`src/rtl/segx_pkg.sv`:
```
package segx_pkg;

    localparam int CAUSE_W = 2;

    typedef enum logic [CAUSE_W-1:0] {
        CAUSE_NONE    = 2'b00,
        CAUSE_BOUND   = 2'b01,
        CAUSE_MISSING = 2'b10
    } seg_cause_e;

    typedef struct packed {
        logic       hit;
        seg_cause_e cause;
    } seg_verdict_t;

endpackage

```
`src/rtl/segx_table.sv`:
```
module segx_table #(
    parameter int SEG_BITS = 2,
    parameter int PA_BITS  = 12,
    parameter int LIM_BITS = 9
) (
    input  logic                clk,
    input  logic                rst,
    input  logic                wr_en,
    input  logic [SEG_BITS-1:0] wr_idx,
    input  logic                wr_valid,
    input  logic [PA_BITS-1:0]  wr_base,
    input  logic [LIM_BITS-1:0] wr_limit,
    input  logic [SEG_BITS-1:0] rd_idx,
    output logic                rd_valid,
    output logic [PA_BITS-1:0]  rd_base,
    output logic [LIM_BITS-1:0] rd_limit
);
    localparam int DEPTH = 1 << SEG_BITS;

    logic                ent_valid [DEPTH];
    logic [PA_BITS-1:0]  ent_base  [DEPTH];
    logic [LIM_BITS-1:0] ent_limit [DEPTH];

    for (genvar g = 0; g < DEPTH; g++) begin : g_entry
        always_ff @(posedge clk) begin
            if (rst) begin
                ent_valid[g] <= 1'b0;
                ent_base[g]  <= '0;
                ent_limit[g] <= '0;
            end else if (wr_en && (wr_idx == SEG_BITS'(g))) begin
                ent_valid[g] <= wr_valid;
                ent_base[g]  <= wr_base;
                ent_limit[g] <= wr_limit;
            end
        end
    end

    assign rd_valid = ent_valid[rd_idx];
    assign rd_base  = ent_base[rd_idx];
    assign rd_limit = ent_limit[rd_idx];
endmodule

```
`src/rtl/segx_check.sv`:
```
module segx_check
    import segx_pkg::*;
#(
    parameter int OFF_BITS = 8,
    parameter int PA_BITS  = 12,
    parameter int LIM_BITS = 9
) (
    input  logic                ent_valid,
    input  logic [PA_BITS-1:0]  ent_base,
    input  logic [LIM_BITS-1:0] ent_limit,
    input  logic [OFF_BITS-1:0] offset,
    output seg_verdict_t        verdict,
    output logic [PA_BITS-1:0]  paddr
);
    logic below;

    assign below = LIM_BITS'(offset) < ent_limit;

    always_comb begin
        if (!ent_valid) begin
            verdict = '{hit: 1'b0, cause: CAUSE_MISSING};
        end else if (!below) begin
            verdict = '{hit: 1'b0, cause: CAUSE_BOUND};
        end else begin
            verdict = '{hit: 1'b1, cause: CAUSE_NONE};
        end
    end

    assign paddr = ent_base + PA_BITS'(offset);
endmodule

```
`src/rtl/segx_translator.sv`:
```
module segx_translator
    import segx_pkg::*;
#(
    parameter int SEG_BITS = 2,
    parameter int OFF_BITS = 8,
    parameter int PA_BITS  = 12
) (
    input  logic                         clk,
    input  logic                         rst,
    input  logic                         cfg_we,
    input  logic [SEG_BITS-1:0]          cfg_idx,
    input  logic                         cfg_valid,
    input  logic [PA_BITS-1:0]           cfg_base,
    input  logic [OFF_BITS:0]            cfg_limit,
    input  logic                         req_valid,
    input  logic [SEG_BITS+OFF_BITS-1:0] req_vaddr,
    output logic                         rsp_ok,
    output logic [PA_BITS-1:0]           rsp_paddr,
    output logic                         rsp_fault,
    output logic [CAUSE_W-1:0]           rsp_cause
);
    localparam int VA_BITS  = SEG_BITS + OFF_BITS;
    localparam int LIM_BITS = OFF_BITS + 1;

    logic [SEG_BITS-1:0] seg_sel;
    logic [OFF_BITS-1:0] off_sel;
    logic                sel_valid;
    logic [PA_BITS-1:0]  sel_base;
    logic [LIM_BITS-1:0] sel_limit;
    seg_verdict_t        verdict;
    logic [PA_BITS-1:0]  pa_next;

    assign seg_sel = req_vaddr[VA_BITS-1 -: SEG_BITS];
    assign off_sel = req_vaddr[OFF_BITS-1:0];

    segx_table #(
        .SEG_BITS (SEG_BITS),
        .PA_BITS  (PA_BITS),
        .LIM_BITS (LIM_BITS)
    ) u_table (
        .clk      (clk),
        .rst      (rst),
        .wr_en    (cfg_we),
        .wr_idx   (cfg_idx),
        .wr_valid (cfg_valid),
        .wr_base  (cfg_base),
        .wr_limit (cfg_limit),
        .rd_idx   (seg_sel),
        .rd_valid (sel_valid),
        .rd_base  (sel_base),
        .rd_limit (sel_limit)
    );

    segx_check #(
        .OFF_BITS (OFF_BITS),
        .PA_BITS  (PA_BITS),
        .LIM_BITS (LIM_BITS)
    ) u_check (
        .ent_valid (sel_valid),
        .ent_base  (sel_base),
        .ent_limit (sel_limit),
        .offset    (off_sel),
        .verdict   (verdict),
        .paddr     (pa_next)
    );

    always_ff @(posedge clk) begin
        if (rst) begin
            rsp_ok    <= 1'b0;
            rsp_fault <= 1'b0;
            rsp_cause <= CAUSE_NONE;
            rsp_paddr <= '0;
        end else begin
            rsp_ok    <= req_valid && verdict.hit;
            rsp_fault <= req_valid && !verdict.hit;
            rsp_cause <= req_valid ? verdict.cause : CAUSE_NONE;
            rsp_paddr <= (req_valid && verdict.hit) ? pa_next : '0;
        end
    end
endmodule

```
`config.mk`:
```
export PLATFORM = sky130hd
export DESIGN_NAME = segx_translator
export DESIGN_NICKNAME = d
export VERILOG_FILES = /design/src/rtl/segx_pkg.sv /design/src/rtl/segx_table.sv /design/src/rtl/segx_check.sv /design/src/rtl/segx_translator.sv
export SDC_FILE = /design/constraint.sdc
export NUM_CORES = 1
export LEC_CHECK = 0
export BUFFER_PORTS_ARGS = -buffer_cell sky130_fd_sc_hd__buf_2
export CAP_MARGIN = 20
export CELL_PAD_IN_SITES_DETAIL_PLACEMENT = 1
export CELL_PAD_IN_SITES_GLOBAL_PLACEMENT = 2
export CORE_ASPECT_RATIO = 1.2
export CORE_UTILIZATION = 40
export CTS_CLUSTER_DIAMETER = 50
export DETAILED_ROUTE_END_ITERATION = 6
export PLACE_DENSITY = 0.77
export SETUP_SLACK_MARGIN = 0.4
export SYNTH_ARGS = -nofsm -noshare
export SYNTH_HDL_FRONTEND = slang
export SYNTH_SLANG_ARGS = --single-unit
```
`constraint.sdc`:
```
create_clock -name clk -period 7.75 [get_ports clk]
set_clock_uncertainty 0.1 [all_clocks]
set_input_delay 0.3875 -clock clk [delete_from_list [all_inputs] [get_ports clk]]
set_output_delay 0.3875 -clock clk [all_outputs]
set_load 0.005 [all_outputs]
```
==> results of run 1 <==
==> sequential cells by signal, indices dropped and copies added (netlist names) <==
register,cells
rsp_fault,1
rsp_paddr,12
rsp_cause,2
u_table.ent_base,48
u_table.ent_valid,4
rsp_ok,1
u_table.ent_limit,36
==> cell type report <==
class	count	area, sq um	area share [%]
well taps	157	196	3.52
clock inverters	7	46.3	0.828
clock buffers	9	225	4.03
multi-input cells	201	1810	32.4
inverters	14	52.6	0.940
flip-flops and latches	104	2960	53.0
repair buffers	57	295	5.28
==> worst max-delay path, stage by stage <==
cell and delay [ps]:
sky130_fd_sc_hd__buf_2 590, sky130_fd_sc_hd__mux4_2 590, sky130_fd_sc_hd__ha_1 220, sky130_fd_sc_hd__fa_1 410, sky130_fd_sc_hd__a21o_1 210, sky130_fd_sc_hd__a221oi_1 370
sky130_fd_sc_hd__nor2_1 120, sky130_fd_sc_hd__xnor2_1 210, sky130_fd_sc_hd__nor2_2 40
==> cells in the final DEF, fill, tap and decap left out, types with 2 or more instances in the layout <==
cell / count
sky130_fd_sc_hd__nand2b_1: 2
sky130_fd_sc_hd__xnor2_1: 4
sky130_fd_sc_hd__nand2_1: 4
sky130_fd_sc_hd__nor3_1: 5
sky130_fd_sc_hd__mux4_2: 16
sky130_fd_sc_hd__inv_1: 13
sky130_fd_sc_hd__a21oi_2: 2
sky130_fd_sc_hd__buf_2: 53
sky130_fd_sc_hd__and2_1: 88
sky130_fd_sc_hd__clkinv_1: 2
sky130_fd_sc_hd__a31o_2: 4
sky130_fd_sc_hd__or3_1: 2
sky130_fd_sc_hd__o21ai_0: 2
sky130_fd_sc_hd__and3_1: 5
sky130_fd_sc_hd__dfxtp_1: 16
sky130_fd_sc_hd__ha_1: 15
sky130_fd_sc_hd__clkbuf_16: 9
sky130_fd_sc_hd__xor2_1: 4
sky130_fd_sc_hd__mux4_1: 6
sky130_fd_sc_hd__nor2_1: 4
sky130_fd_sc_hd__a221oi_1: 2
sky130_fd_sc_hd__inv_6: 2
sky130_fd_sc_hd__a21o_1: 4
sky130_fd_sc_hd__buf_4: 4
sky130_fd_sc_hd__nor2_2: 8
sky130_fd_sc_hd__a21oi_1: 7
sky130_fd_sc_hd__edfxtp_1: 88
==> layer usage <==
layer | part of all wire, % | vias to the layer above | global-route usage, %
met4 | 2.9 | 0 | 9.51
met2 | 51 | 53 | 30.6
met5 | 0 | - | 0
li1 | - | 1335 | -
met1 | 44 | 1448 | 23.0
met3 | 2.6 | 16 | 3.00
==> per-stage QoR <==
| stage | total power, mW | utilization, % | cells | instance area, sq um |
|---|---|---|---|---|
| floorplan | 0.780 | - | 332 | 4890 |
| global placement | 0.832 | 45.3 | 533 | 5320 |
| detailed placement | 0.839 | 45.3 | 533 | 5320 |
| CTS | 1.26 | 47.6 | 549 | 5590 |
| global route | 1.30 | 47.6 | 549 | 5590 |
| finish | 1.25 | 47.6 | 549 | 5590 |
==> logic make-up (layout without fill, tap and decap cells) <==
| kind of cell | count (synthesis) | in the layout |
|---|---|---|
| flops | 104 | 104 |
| mux | 22 | 22 |
| xor+xnor | 8 | 8 |
| buf+inv | 27 | 87 |
| fa+ha+maj | 16 | 16 |
| simple gates | 126 | 126 |
| compound gates | 29 | 29 |
==> power groups by stage <==
stage	registers (mW)	logic, mW	clock network, mW
after floorplan	0.666	0.113	0
after global placement	0.667	0.165	0
after detailed placement	0.671	0.168	0
after CTS	0.658	0.168	0.434
after global routing	0.662	0.184	0.451
final	0.658	0.165	0.426
==> how the worst max path moves through the flow <==
stage                            start           end  slack (ps)  cells past startpoint
after floorplan           req_vaddr[8]  rsp_paddr[8]        4740                     10
after global placement    req_vaddr[8]  rsp_paddr[8]        4320                      9
after detailed placement  req_vaddr[8]  rsp_paddr[8]        4300                      9
after CTS                 req_vaddr[8]  rsp_paddr[8]        4670                      9
after global routing      req_vaddr[8]  rsp_paddr[8]        4510                      9
final                     req_vaddr[8]  rsp_paddr[8]        4710                      9
==> synth_stat cells, types with 2 or more instances <==
library cell	instances
sky130_fd_sc_hd__or3_1	2
sky130_fd_sc_hd__mux4_2	16
sky130_fd_sc_hd__nand2b_1	2
sky130_fd_sc_hd__a31o_2	4
sky130_fd_sc_hd__edfxtp_1	88
sky130_fd_sc_hd__nor2_1	4
sky130_fd_sc_hd__clkbuf_1	9
sky130_fd_sc_hd__nand2_1	4
sky130_fd_sc_hd__nor2_2	8
sky130_fd_sc_hd__ha_1	15
sky130_fd_sc_hd__a221oi_1	2
sky130_fd_sc_hd__buf_2	2
sky130_fd_sc_hd__dfxtp_1	16
sky130_fd_sc_hd__a21o_1	4
sky130_fd_sc_hd__o21ai_0	2
sky130_fd_sc_hd__a21oi_2	2
sky130_fd_sc_hd__xnor2_1	4
sky130_fd_sc_hd__a21oi_1	7
sky130_fd_sc_hd__xor2_1	4
sky130_fd_sc_hd__mux4_1	6
sky130_fd_sc_hd__buf_6	2
sky130_fd_sc_hd__and2_1	88
sky130_fd_sc_hd__nor3_1	5
sky130_fd_sc_hd__and3_1	5
sky130_fd_sc_hd__inv_1	13
==> summary.log, run 1 <==
INFO  outcome        status=finished, final reports clean
INFO  yosys          syn-instance-count=332
INFO  yosys          synth_enable_flop_cells=88
INFO  place          io_buffers=53
INFO  power_and_ir_drop share_comb_of_total_power=13.2%
INFO  clock_tree     clk_root_buffer_cell=sky130_fd_sc_hd__clkbuf_16
INFO  sta            number_of_pins_with_negative_max_slew_slack_in_the_final_report=0
INFO  routing        drt_iter0_drc=75
INFO  sta            fmax=329MHz
INFO  setup_path     worst_r2r_endpoint=rsp_paddr[8]
INFO  setup_path     reg2reg_setup_slack=5110ps
INFO  global_routing grt_usage=18.4%
INFO  yosys          synth.yosys.seq_area_share=60.6%
INFO  die            initial_core_util=41.7%
INFO  clock_tree     numCtsBuffers=9
INFO  clock_tree     cts_tree=done
INFO  place          detailedPlacementHpwl=6.95mm
INFO  power_and_ir_drop peakVddDrop=97.9uV
INFO  layout         area_delta_synth_final=14.2%
INFO  layout         num-nets-final=441
INFO  sta            worst-slew-pin-transition=771ps
INFO  clock_tree     cts_resized=0
INFO  setup_path     crit_path_end_kind=register
INFO  sta            holdWs=202ps
INFO  routing        ant_nets=0
INFO  power_and_ir_drop power_switching_share=25.0%
INFO  power_and_ir_drop switchingPower=0.311mW
INFO  setup_path     critPathLaunchType=primary input
INFO  sta            rsz_0062_raised_after_global_routing=false
INFO  yosys          synth_seq_cells=104
INFO  routing        route.detailed.drc=0
INFO  setup_path     criticalPathCategory=in2reg
INFO  yosys          post_synthesis_cell_area=4890squm
INFO  yosys          post_synth_mux_area_share=10.6%
INFO  setup_path     r2r-start=u_table.ent_base[3][0]
INFO  sta            max-slew-margin-rel=48.6%
INFO  worst_hold_path min_from=req_valid
INFO  sta            final_min_period_over_clock_period=39.3%
INFO  power_and_ir_drop power_frac_clock=34.1%
INFO  power_and_ir_drop power_density=223nW/um^2
INFO  power_and_ir_drop internal_power_consumption=0.936mW
INFO  yosys          synth.top_cells.by_area=sky130_fd_sc_hd__edfxtp_1 (54%), sky130_fd_sc_hd__and2_1 (11%), sky130_fd_sc_hd__mux4_2 (7.4%)
INFO  sta            timing.final.ws_setup=4710ps
INFO  yosys          yosys_warnings=0
INFO  flow_run       cap_violations=0
INFO  worst_hold_path worst_min_delay_path_class=in2reg
INFO  clock_tree     clkSlewWorstSetupHoldPaths=70ps
INFO  yosys          syn_nets=386
INFO  sta            fin_setup_tns=0ps
INFO  layout         final.fill_count=1,224
INFO  yosys          synth_top_area_share=54.0%
INFO  global_routing maximum_number_of_pins_on_one_net_before_global_route_repair=23
INFO  die            boundaryPins=54
INFO  place          post-place-ws=4300ps
INFO  layout         post_route_cells_drive_above_1_share=27.6%
INFO  setup_path     data_required_critical_path=7880ps
INFO  yosys          synth_ff_type=sky130_fd_sc_hd__edfxtp_1
INFO  sta            final-hold-violation-count=0
INFO  clock_tree     cts.repair_timing.setup_buffer_count=0
INFO  global_routing antenna_violations_before_repair=0
INFO  worst_hold_path timing.hold.worst_endpoint=rsp_cause[1]
INFO  die            die-width=103um
INFO  yosys          synth_top_family_by_area=simple AND/OR/NAND/NOR gates
INFO  yosys          netlist.top_cell.by_area=sky130_fd_sc_hd__edfxtp_1
INFO  clock_tree     postCtsHoldBufs=0
INFO  clock_tree     worstSkewPairLatency=350ps
INFO  yosys          synth_xor_xnor_area_share=1.43%
INFO  sta            setup-violations-final=0
INFO  setup_path     critical_path.max_fanout=22
INFO  clock_tree     clock-sinks=104
INFO  routing        num_vias=2,852
INFO  layout         n_antenna_cell=0
INFO  global_routing grt_overflow=0
INFO  routing        avgRoutedWirePerCell=19.0um
INFO  yosys          synth_fa_ha_area_share=4.25%
INFO  global_routing first_global_vias=3,069
INFO  routing        postRouteWirelength=10.5mm
INFO  clock_tree     clockBufferDepth=2
INFO  die            placement_rows=43
INFO  die            design.core.area=11,700squm
INFO  die            die-area=12,700squm
INFO  worst_hold_path whs_path_depth=3
INFO  routing        detail_route.vias_per_cell=5.19
INFO  yosys          synthesis.area_per_instance=14.7squm
INFO  place          finalWeightedCongestion=0.678
INFO  sta            period_needed=3040ps
INFO  routing        detailed_routing_iterations_pass_1=4
INFO  clock_tree     htree_levels=3
INFO  power_and_ir_drop leakage=2.20nW
INFO  yosys          netlist-cell-type-count=43
INFO  yosys          postSynth.asyncResetShare=0%
INFO  yosys          synthSimpleGateAreaFrac=15.8%
INFO  setup_path     arrival=3170ps
INFO  yosys          synth_compound_area_share=4.94%
INFO  setup_path     timing.reg2reg.worst_path_depth=8
INFO  global_routing grt_pass1_wl=16.4mm
INFO  die            die_h=123um
INFO  power_and_ir_drop power.sequential.fraction=52.7%
(Power assumes the default switching activity.)
==> run 2: changes to the inputs <==
Clock period 7.75 ns to 3.01 ns, I/O delays scaled along.
==> run 2 against run 1 <==
Compared with the run above: first-iteration DRC count is 95% higher; design area grew 3.6%; via count grew 0.25%; register-to-register slack worse by 4600 ps; sequential power rose to 2.6 times the previous value; wire length rose by 5.6%; critical path depth is 1 lower; non-clock buffer count rose by 7; utilization increased by 1.7 points; global-route usage up 0.39 points; combinational power grew to 2.9 times the previous value; critical path type is now reg2reg; critical endpoint unchanged.
==> summary.log, run 2 (same netlist as run 1, synthesis figures left out) <==
INFO  outcome        status=finished, final reports clean
INFO  sta            max-slew-margin-rel=51.5%
INFO  die            die-width=103um
INFO  sta            rsz_0062_raised_after_global_routing=false
INFO  sta            setup-violations-final=0
INFO  setup_path     critical_path.max_fanout=3
INFO  place          finalWeightedCongestion=0.711
INFO  routing        num_vias=2,859
INFO  global_routing grt_usage=18.8%
INFO  place          io_buffers=53
INFO  layout         design_area=5790squm
INFO  sta            number_of_pins_with_negative_max_slew_slack_in_the_final_report=0
INFO  setup_path     crit_path_end_kind=register
INFO  sta            period_needed=2500ps
INFO  die            boundaryPins=54
INFO  routing        detailed_routing_iterations_pass_1=4
INFO  layout         finalCoreUtilization=49.3%
INFO  setup_path     reg2reg_setup_slack=510ps
INFO  die            die_h=123um
INFO  layout         final.fill_count=1,216
INFO  sta            worst-slew-pin-transition=727ps
INFO  global_routing grt_pass1_wl=16.7mm
INFO  power_and_ir_drop peakVddDrop=263uV
INFO  die            die-area=12,700squm
INFO  layout         post_route_cells_drive_above_1_share=31.6%
INFO  clock_tree     clockBufferDepth=2
INFO  clock_tree     cts_tree=done
INFO  place          detailedPlacementHpwl=7.14mm
INFO  setup_path     worst_r2r_endpoint=rsp_paddr[8]
INFO  clock_tree     worstSkewPairLatency=350ps
INFO  die            initial_core_util=41.7%
INFO  layout         n_antenna_cell=0
INFO  setup_path     timing.reg2reg.worst_path_depth=8
INFO  clock_tree     htree_levels=3
INFO  routing        drt_iter0_drc=146
INFO  power_and_ir_drop power_density=594nW/um^2
INFO  sta            fmax=399MHz
INFO  clock_tree     clk_root_buffer_cell=sky130_fd_sc_hd__clkbuf_16
INFO  worst_hold_path whs_path_depth=2
INFO  layout         layout_common_cells=sky130_fd_sc_hd__and2_1 (88), sky130_fd_sc_hd__edfxtp_1 (88), sky130_fd_sc_hd__buf_2 (53), sky130_fd_sc_hd__mux4_2 (16), sky130_fd_sc_hd__dfxtp_1 (16)
INFO  sta            fin_setup_tns=0ps
INFO  routing        postRouteWirelength=11.0mm
INFO  worst_hold_path min_from=cfg_limit[2]
INFO  sta            final_min_period_over_clock_period=83.2%
INFO  routing        detail_route.vias_per_cell=5.14
INFO  power_and_ir_drop leakage=2.27nW
INFO  worst_hold_path timing.hold.worst_endpoint=u_table.ent_limit[2][2]
INFO  power_and_ir_drop total_power_after_layout=3.44mW
INFO  layout         largest_register_ffs=48
INFO  sta            final-hold-violation-count=0
INFO  setup_path     data_required_critical_path=3150ps
INFO  layout         num-nets-final=448
INFO  layout         layout_top_registers=u_table.ent_base x48, u_table.ent_limit x36, rsp_paddr x12
INFO  setup_path     critPathLaunchType=register
INFO  clock_tree     clkSlewWorstSetupHoldPaths=70ps
INFO  flow_run       cap_violations=0
INFO  worst_hold_path worst_min_delay_path_class=in2reg
INFO  routing        route.detailed.drc=0
INFO  setup_path     criticalPathCategory=reg2reg
INFO  routing        ant_nets=0
INFO  die            placement_rows=43
INFO  layout         area_delta_synth_final=18.3%
INFO  clock_tree     numCtsBuffers=9
INFO  global_routing first_global_vias=3,141
INFO  setup_path     r2r-start=u_table.ent_base[3][0]
INFO  global_routing maximum_number_of_pins_on_one_net_before_global_route_repair=23
INFO  routing        avgRoutedWirePerCell=19.9um
INFO  layout         max_flop_register=u_table.ent_base
INFO  clock_tree     clock-sinks=104
INFO  global_routing grt_overflow=0
INFO  setup_path     arrival=2640ps
INFO  die            design.core.area=11,700squm
INFO  place          area_after_detailed_placement=5390squm
INFO  global_routing antenna_violations_before_repair=0
-- run 2: cell types whose count changed in the layout (fill, tap and decap cells not counted), sizes merged --
| cell | delta |
|---|---|
| bufinv | +2 |
| clkinv | -3 |
| dlygate4sd3 | +1 |
| buf | +6 |
| clkbuf | +1 |
-- run 2: how the worst max path moves through the flow --
stage | endpoint | start | slack (ps) | cells past startpoint
after floorplan | rsp_paddr[11] | req_vaddr[8] | 430 | 9
after global placement | rsp_paddr[11] | req_vaddr[8] | 280 | 9
after CTS | rsp_paddr[11] | u_table.ent_base[0][6] | 400 | 7
final | rsp_paddr[8] | u_table.ent_base[3][0] | 510 | 8
after detailed placement | rsp_paddr[8] | req_vaddr[8] | 210 | 10
after global routing | rsp_paddr[8] | u_table.ent_base[2][0] | 390 | 8
-- run 2: timing repair --
| item | CTS | global route |
|---|---|---|
| hold endpoints to repair | 2 | 0 |
| hold buffers | 1 | 0 |
| endpoints found under the setup margin | 1 | 3 |
| resized for setup | 1 | 10 |
| pin swaps | 2 | 6 |
| setup buffers | 0 | 1 |
-- run 2: per-stage QoR --
| stage | std cells | worst slack (ps) | hold WS (ps) |
|---|---|---|---|
| global placement | 538 | 284 | 317 |
| finish | 556 | 505 | 4.73 |
| CTS | 555 | 401 | 1.48 |
| floorplan | 332 | 431 | 201 |
| global route | 556 | 389 | 18.6 |
| detailed placement | 538 | 211 | 340 |
-- run 2: layout make-up --
class                   instances  area (sq um)  share of cell area (%)
inverters                      14          52.6                   0.908
well taps                     157           196                    3.39
flip-flops and latches        104          2960                    51.2
clock inverters                 6          90.1                    1.56
clock buffers                  10           229                    3.96
repair buffers                 64           375                    6.49
multi-input cells             201          1880                    32.5
-- run 2: power by group --
part	internal (mW)	leakage (nW)	total, mW	switching [mW]
Sequential	1.67	0.996	1.70	0.0278
Combinational	0.214	1.12	0.481	0.266
Clock	0.734	0.153	1.26	0.529
-- run 2: critical path, stage by stage, from the launching register on --
cell                       delay (ps)
sky130_fd_sc_hd__edfxtp_1         370
sky130_fd_sc_hd__mux4_2           490
sky130_fd_sc_hd__ha_2             210
sky130_fd_sc_hd__fa_2             350
sky130_fd_sc_hd__a21o_1           250
sky130_fd_sc_hd__a221oi_4         290
sky130_fd_sc_hd__nor2_2           100
sky130_fd_sc_hd__xnor2_2          180
sky130_fd_sc_hd__nor2_2            40
-- run 2: layer usage --
metal | up-vias | track usage (%) | routed length, um
met3 | 14 | 2.71 | 255
li1 | 1346 | - | -
met5 | - | 0 | 0
met4 | 0 | 8.19 | 209
met1 | 1450 | 23.0 | 4950
met2 | 49 | 32.8 | 5630
==> run 3: changes to the inputs <==
Settings changed: ABC_AREA set to 1, CORE_UTILIZATION 40 to 34.
Clock period 3.01 ns to 2.1 ns, I/O delays scaled along.
==> run 3 against run 2 <==
Compared with the run above: the flow now finishes with violations (DRC); total power grew 44%; die area grew 18%; first-iteration DRC count grew 20%; critical path depth grew 2; worst setup slack lost 390 ps; sequential cell count is the same; via count grew 30%; global-route usage shrank 0.63 points; count of clock-buffer cells in the layout is the same.
==> summary.log, run 3 <==
INFO  outcome        status=complete, but fails checks
INFO  outcome        violations=DRC
INFO  global_routing grt_overflow=0
INFO  routing        detailed_routing_iterations_pass_1=7
INFO  global_routing grt_pass1_wl=20.5mm
INFO  yosys          postSynth.asyncResetShare=0%
INFO  die            die-width=112um
INFO  place          post-place-ws=-175ps
INFO  clock_tree     clkSlewWorstSetupHoldPaths=70ps
INFO  sta            final-hold-violation-count=0
INFO  global_routing grt_usage=18.1%
INFO  power_and_ir_drop power_frac_clock=34.2%
INFO  setup_path     critPathCapture=rsp_paddr[11]
INFO  routing        avgRoutedWirePerCell=17.2um
INFO  power_and_ir_drop leakage=2.71nW
INFO  layout         finalCoreUtilization=44.4%
INFO  yosys          synth.yosys.seq_area_share=60.0%
INFO  yosys          synth_top_area_share=53.5%
INFO  layout         post_route_cells_drive_above_1_share=32.5%
INFO  worst_hold_path worst_min_delay_path_class=in2reg
INFO  setup_path     timing.reg2reg.worst_path_depth=10
INFO  yosys          synth_enable_flop_cells=88
INFO  setup_path     arrival=2170ps
INFO  yosys          synth.top_cells.by_area=sky130_fd_sc_hd__edfxtp_1 (54%), sky130_fd_sc_hd__nor2_1 (8.7%), sky130_fd_sc_hd__dfxtp_1 (6.5%)
INFO  layout         layout_commonest_cell=sky130_fd_sc_hd__nor2_1
INFO  clock_tree     numCtsBuffers=9
INFO  global_routing antenna_violations_before_repair=0
INFO  place          detailedPlacementHpwl=8.85mm
INFO  clock_tree     clock-sinks=104
INFO  routing        route.detailed.drc=8
INFO  yosys          synth_most_common_cell=sky130_fd_sc_hd__nor2_1
INFO  power_and_ir_drop peakVddDrop=390uV
INFO  setup_path     reg2reg_setup_slack=110ps
INFO  yosys          synth_seq_cells=104
INFO  routing        postRouteWirelength=13.1mm
INFO  yosys          synth_ff_type=sky130_fd_sc_hd__edfxtp_1
INFO  layout         max_flop_register=u_table.ent_base
INFO  sta            holdWs=8.26ps
INFO  global_routing first_global_vias=3,919
INFO  die            initial_core_util=35.3%
INFO  setup_path     data_required_critical_path=2280ps
INFO  layout         largest_register_ffs=48
INFO  setup_path     crit_path_end_kind=register
INFO  setup_path     criticalPathCategory=reg2reg
INFO  sta            timing.final.ws_setup=113ps
INFO  clock_tree     htree_levels=3
INFO  clock_tree     clk_root_buffer_cell=sky130_fd_sc_hd__clkbuf_16
INFO  sta            worst-slew-pin-transition=370ps
INFO  power_and_ir_drop internal_power_consumption=3.66mW
INFO  routing        drt_iter0_drc=175
INFO  die            die-area=15,000squm
INFO  sta            number_of_pins_with_negative_max_slew_slack_in_the_final_report=0
INFO  yosys          syn_nets=557
INFO  power_and_ir_drop power_switching_share=26.2%
INFO  power_and_ir_drop power.sequential.fraction=49.0%
INFO  sta            setup-violations-final=0
INFO  setup_path     crit_path_start=u_table.ent_limit[3][2]
INFO  setup_path     critPathLaunchType=register
INFO  global_routing maximum_number_of_pins_on_one_net_before_global_route_repair=25
INFO  yosys          synth.cells.most_frequent=sky130_fd_sc_hd__nor2_1 (115), sky130_fd_sc_hd__edfxtp_1 (88), sky130_fd_sc_hd__nand2_1 (83)
INFO  yosys          netlist-cell-type-count=34
INFO  clock_tree     clockBufferDepth=2
INFO  routing        num_vias=3,712
INFO  setup_path     worst_r2r_endpoint=rsp_paddr[11]
INFO  sta            rsz_0062_raised_after_global_routing=true
INFO  place          io_buffers=53
INFO  layout         n_antenna_cell=0
INFO  die            boundaryPins=54
INFO  clock_tree     worstSkewPairLatency=350ps
INFO  flow_run       cap_violations=0
INFO  setup_path     critical_path.max_fanout=6
INFO  sta            period_needed=1990ps
INFO  place          finalWeightedCongestion=0.809
INFO  power_and_ir_drop power_density=799nW/um^2
INFO  die            placement_rows=47
INFO  yosys          yosys_warnings=0
INFO  layout         num-nets-final=639
INFO  routing        detail_route.vias_per_cell=4.88
INFO  layout         layout_common_cells=sky130_fd_sc_hd__nor2_1 (112), sky130_fd_sc_hd__edfxtp_1 (88), sky130_fd_sc_hd__nand2_1 (73), sky130_fd_sc_hd__buf_2 (53), sky130_fd_sc_hd__inv_1 (41)
INFO  yosys          netlist.top_cell.by_area=sky130_fd_sc_hd__edfxtp_1
INFO  clock_tree     cts_tree=done
INFO  sta            max-slew-margin-rel=75.4%
INFO  die            die_h=134um
INFO  yosys          post_synthesis_cell_area=4940squm
INFO  routing        ant_nets=0
INFO  yosys          synthesis.area_per_instance=9.82squm
INFO  sta            fmax=503MHz
INFO  die            design.core.area=14,000squm
INFO  yosys          syn-instance-count=503
INFO  sta            final_min_period_over_clock_period=94.6%
INFO  layout         layout_top_registers=u_table.ent_base x48, u_table.ent_limit x36, rsp_paddr x12
INFO  power_and_ir_drop share_comb_of_total_power=16.8%
INFO  power_and_ir_drop switchingPower=1.30mW
INFO  layout         area_delta_synth_final=25.8%
INFO  setup_path     r2r-start=u_table.ent_limit[3][2]
[run 3: area by class of cell]
cell class	count	area, sq um
Sequential cell	104	2960
Inverter	50	203
Clock inverter	6	66.3
Fill cell	1584	7790
Multi-Input combinational cell	326	1890
Clock buffer	10	229
Tap cell	171	214
Timing Repair Buffer	94	641
[run 3: cells by family after synthesis]
group           count (synthesis)  share of synthesized area (%)
simple gates                  249                           21.5
compound gates                 57                           7.10
buf+inv                        73                           6.49
flops                         104                           60.0
xor+xnor                        4                          0.710
fa+ha+maj                      16                           4.21
[run 3: through the flow]
stage | setup TNS (ps) | total power, mW | area [sq um] | instances
after detailed placement | -777 | 3.20 | 5620 | 739
after CTS | 0 | 4.93 | 6010 | 759
final | 0 | 4.96 | 6210 | 761
after floorplan | 0 | 2.92 | 5010 | 503
after global routing | -7.41 | 5.16 | 6210 | 761
after global placement | -436 | 3.18 | 5620 | 739
[run 3: what timing repair did]
| action | 4_1_cts | 5_1_grt |
|---|---|---|
| setup buffers | 2 | 1 |
| setup endpoints to repair | 15 | 15 |
| pin swaps | 7 | 10 |
| hold buffers | 2 | 0 |
| gates cloned | 0 | 1 |
| hold endpoints to repair | 3 | 0 |
| gates resized for setup | 20 | 38 |
[run 3: metal layers]
layer	vias to the layer above	track usage (%)	routed length, um
li1	1835	-	-
met1	1798	22.2	5800
met2	64	32.5	6730
met3	15	3.30	388
met4	0	5.48	194
met5	-	0	0
[run 3: how the worst min path moves through the flow]
stage                             from  slack (ps)  cells past startpoint                 endpoint
final                     cfg_limit[1]           8                      3  u_table.ent_limit[0][1]
after global routing      cfg_limit[7]           2                      3  u_table.ent_limit[1][7]
after CTS                 cfg_limit[7]           2                      3  u_table.ent_limit[1][7]
after detailed placement   cfg_base[1]         360                      3   u_table.ent_base[3][1]
after global placement     cfg_base[1]         340                      3   u_table.ent_base[0][1]
after floorplan              req_valid         240                      4             rsp_cause[1]
[run 3: power by group through the flow]
stage / Combinational [mW] / Sequential, mW / Clock [mW]
floorplan: 0.460 / 2.46 / 0
global placement: 0.708 / 2.47 / 0
detailed placement: 0.726 / 2.48 / 0
CTS: 0.769 / 2.43 / 1.73
global route: 0.924 / 2.44 / 1.80
finish: 0.835 / 2.43 / 1.70
[run 3: critical path, cell delays in order, from the launching register on]
cell	delay, ps
sky130_fd_sc_hd__edfxtp_1	410
sky130_fd_sc_hd__a21oi_2	170
sky130_fd_sc_hd__a32o_2	180
sky130_fd_sc_hd__ha_4	210
sky130_fd_sc_hd__a21oi_2	130
sky130_fd_sc_hd__o21a_1	180
sky130_fd_sc_hd__nor2_4	40
sky130_fd_sc_hd__nor2_4	110
sky130_fd_sc_hd__nand3_4	120
sky130_fd_sc_hd__clkbuf_16	180
sky130_fd_sc_hd__a21oi_2	90
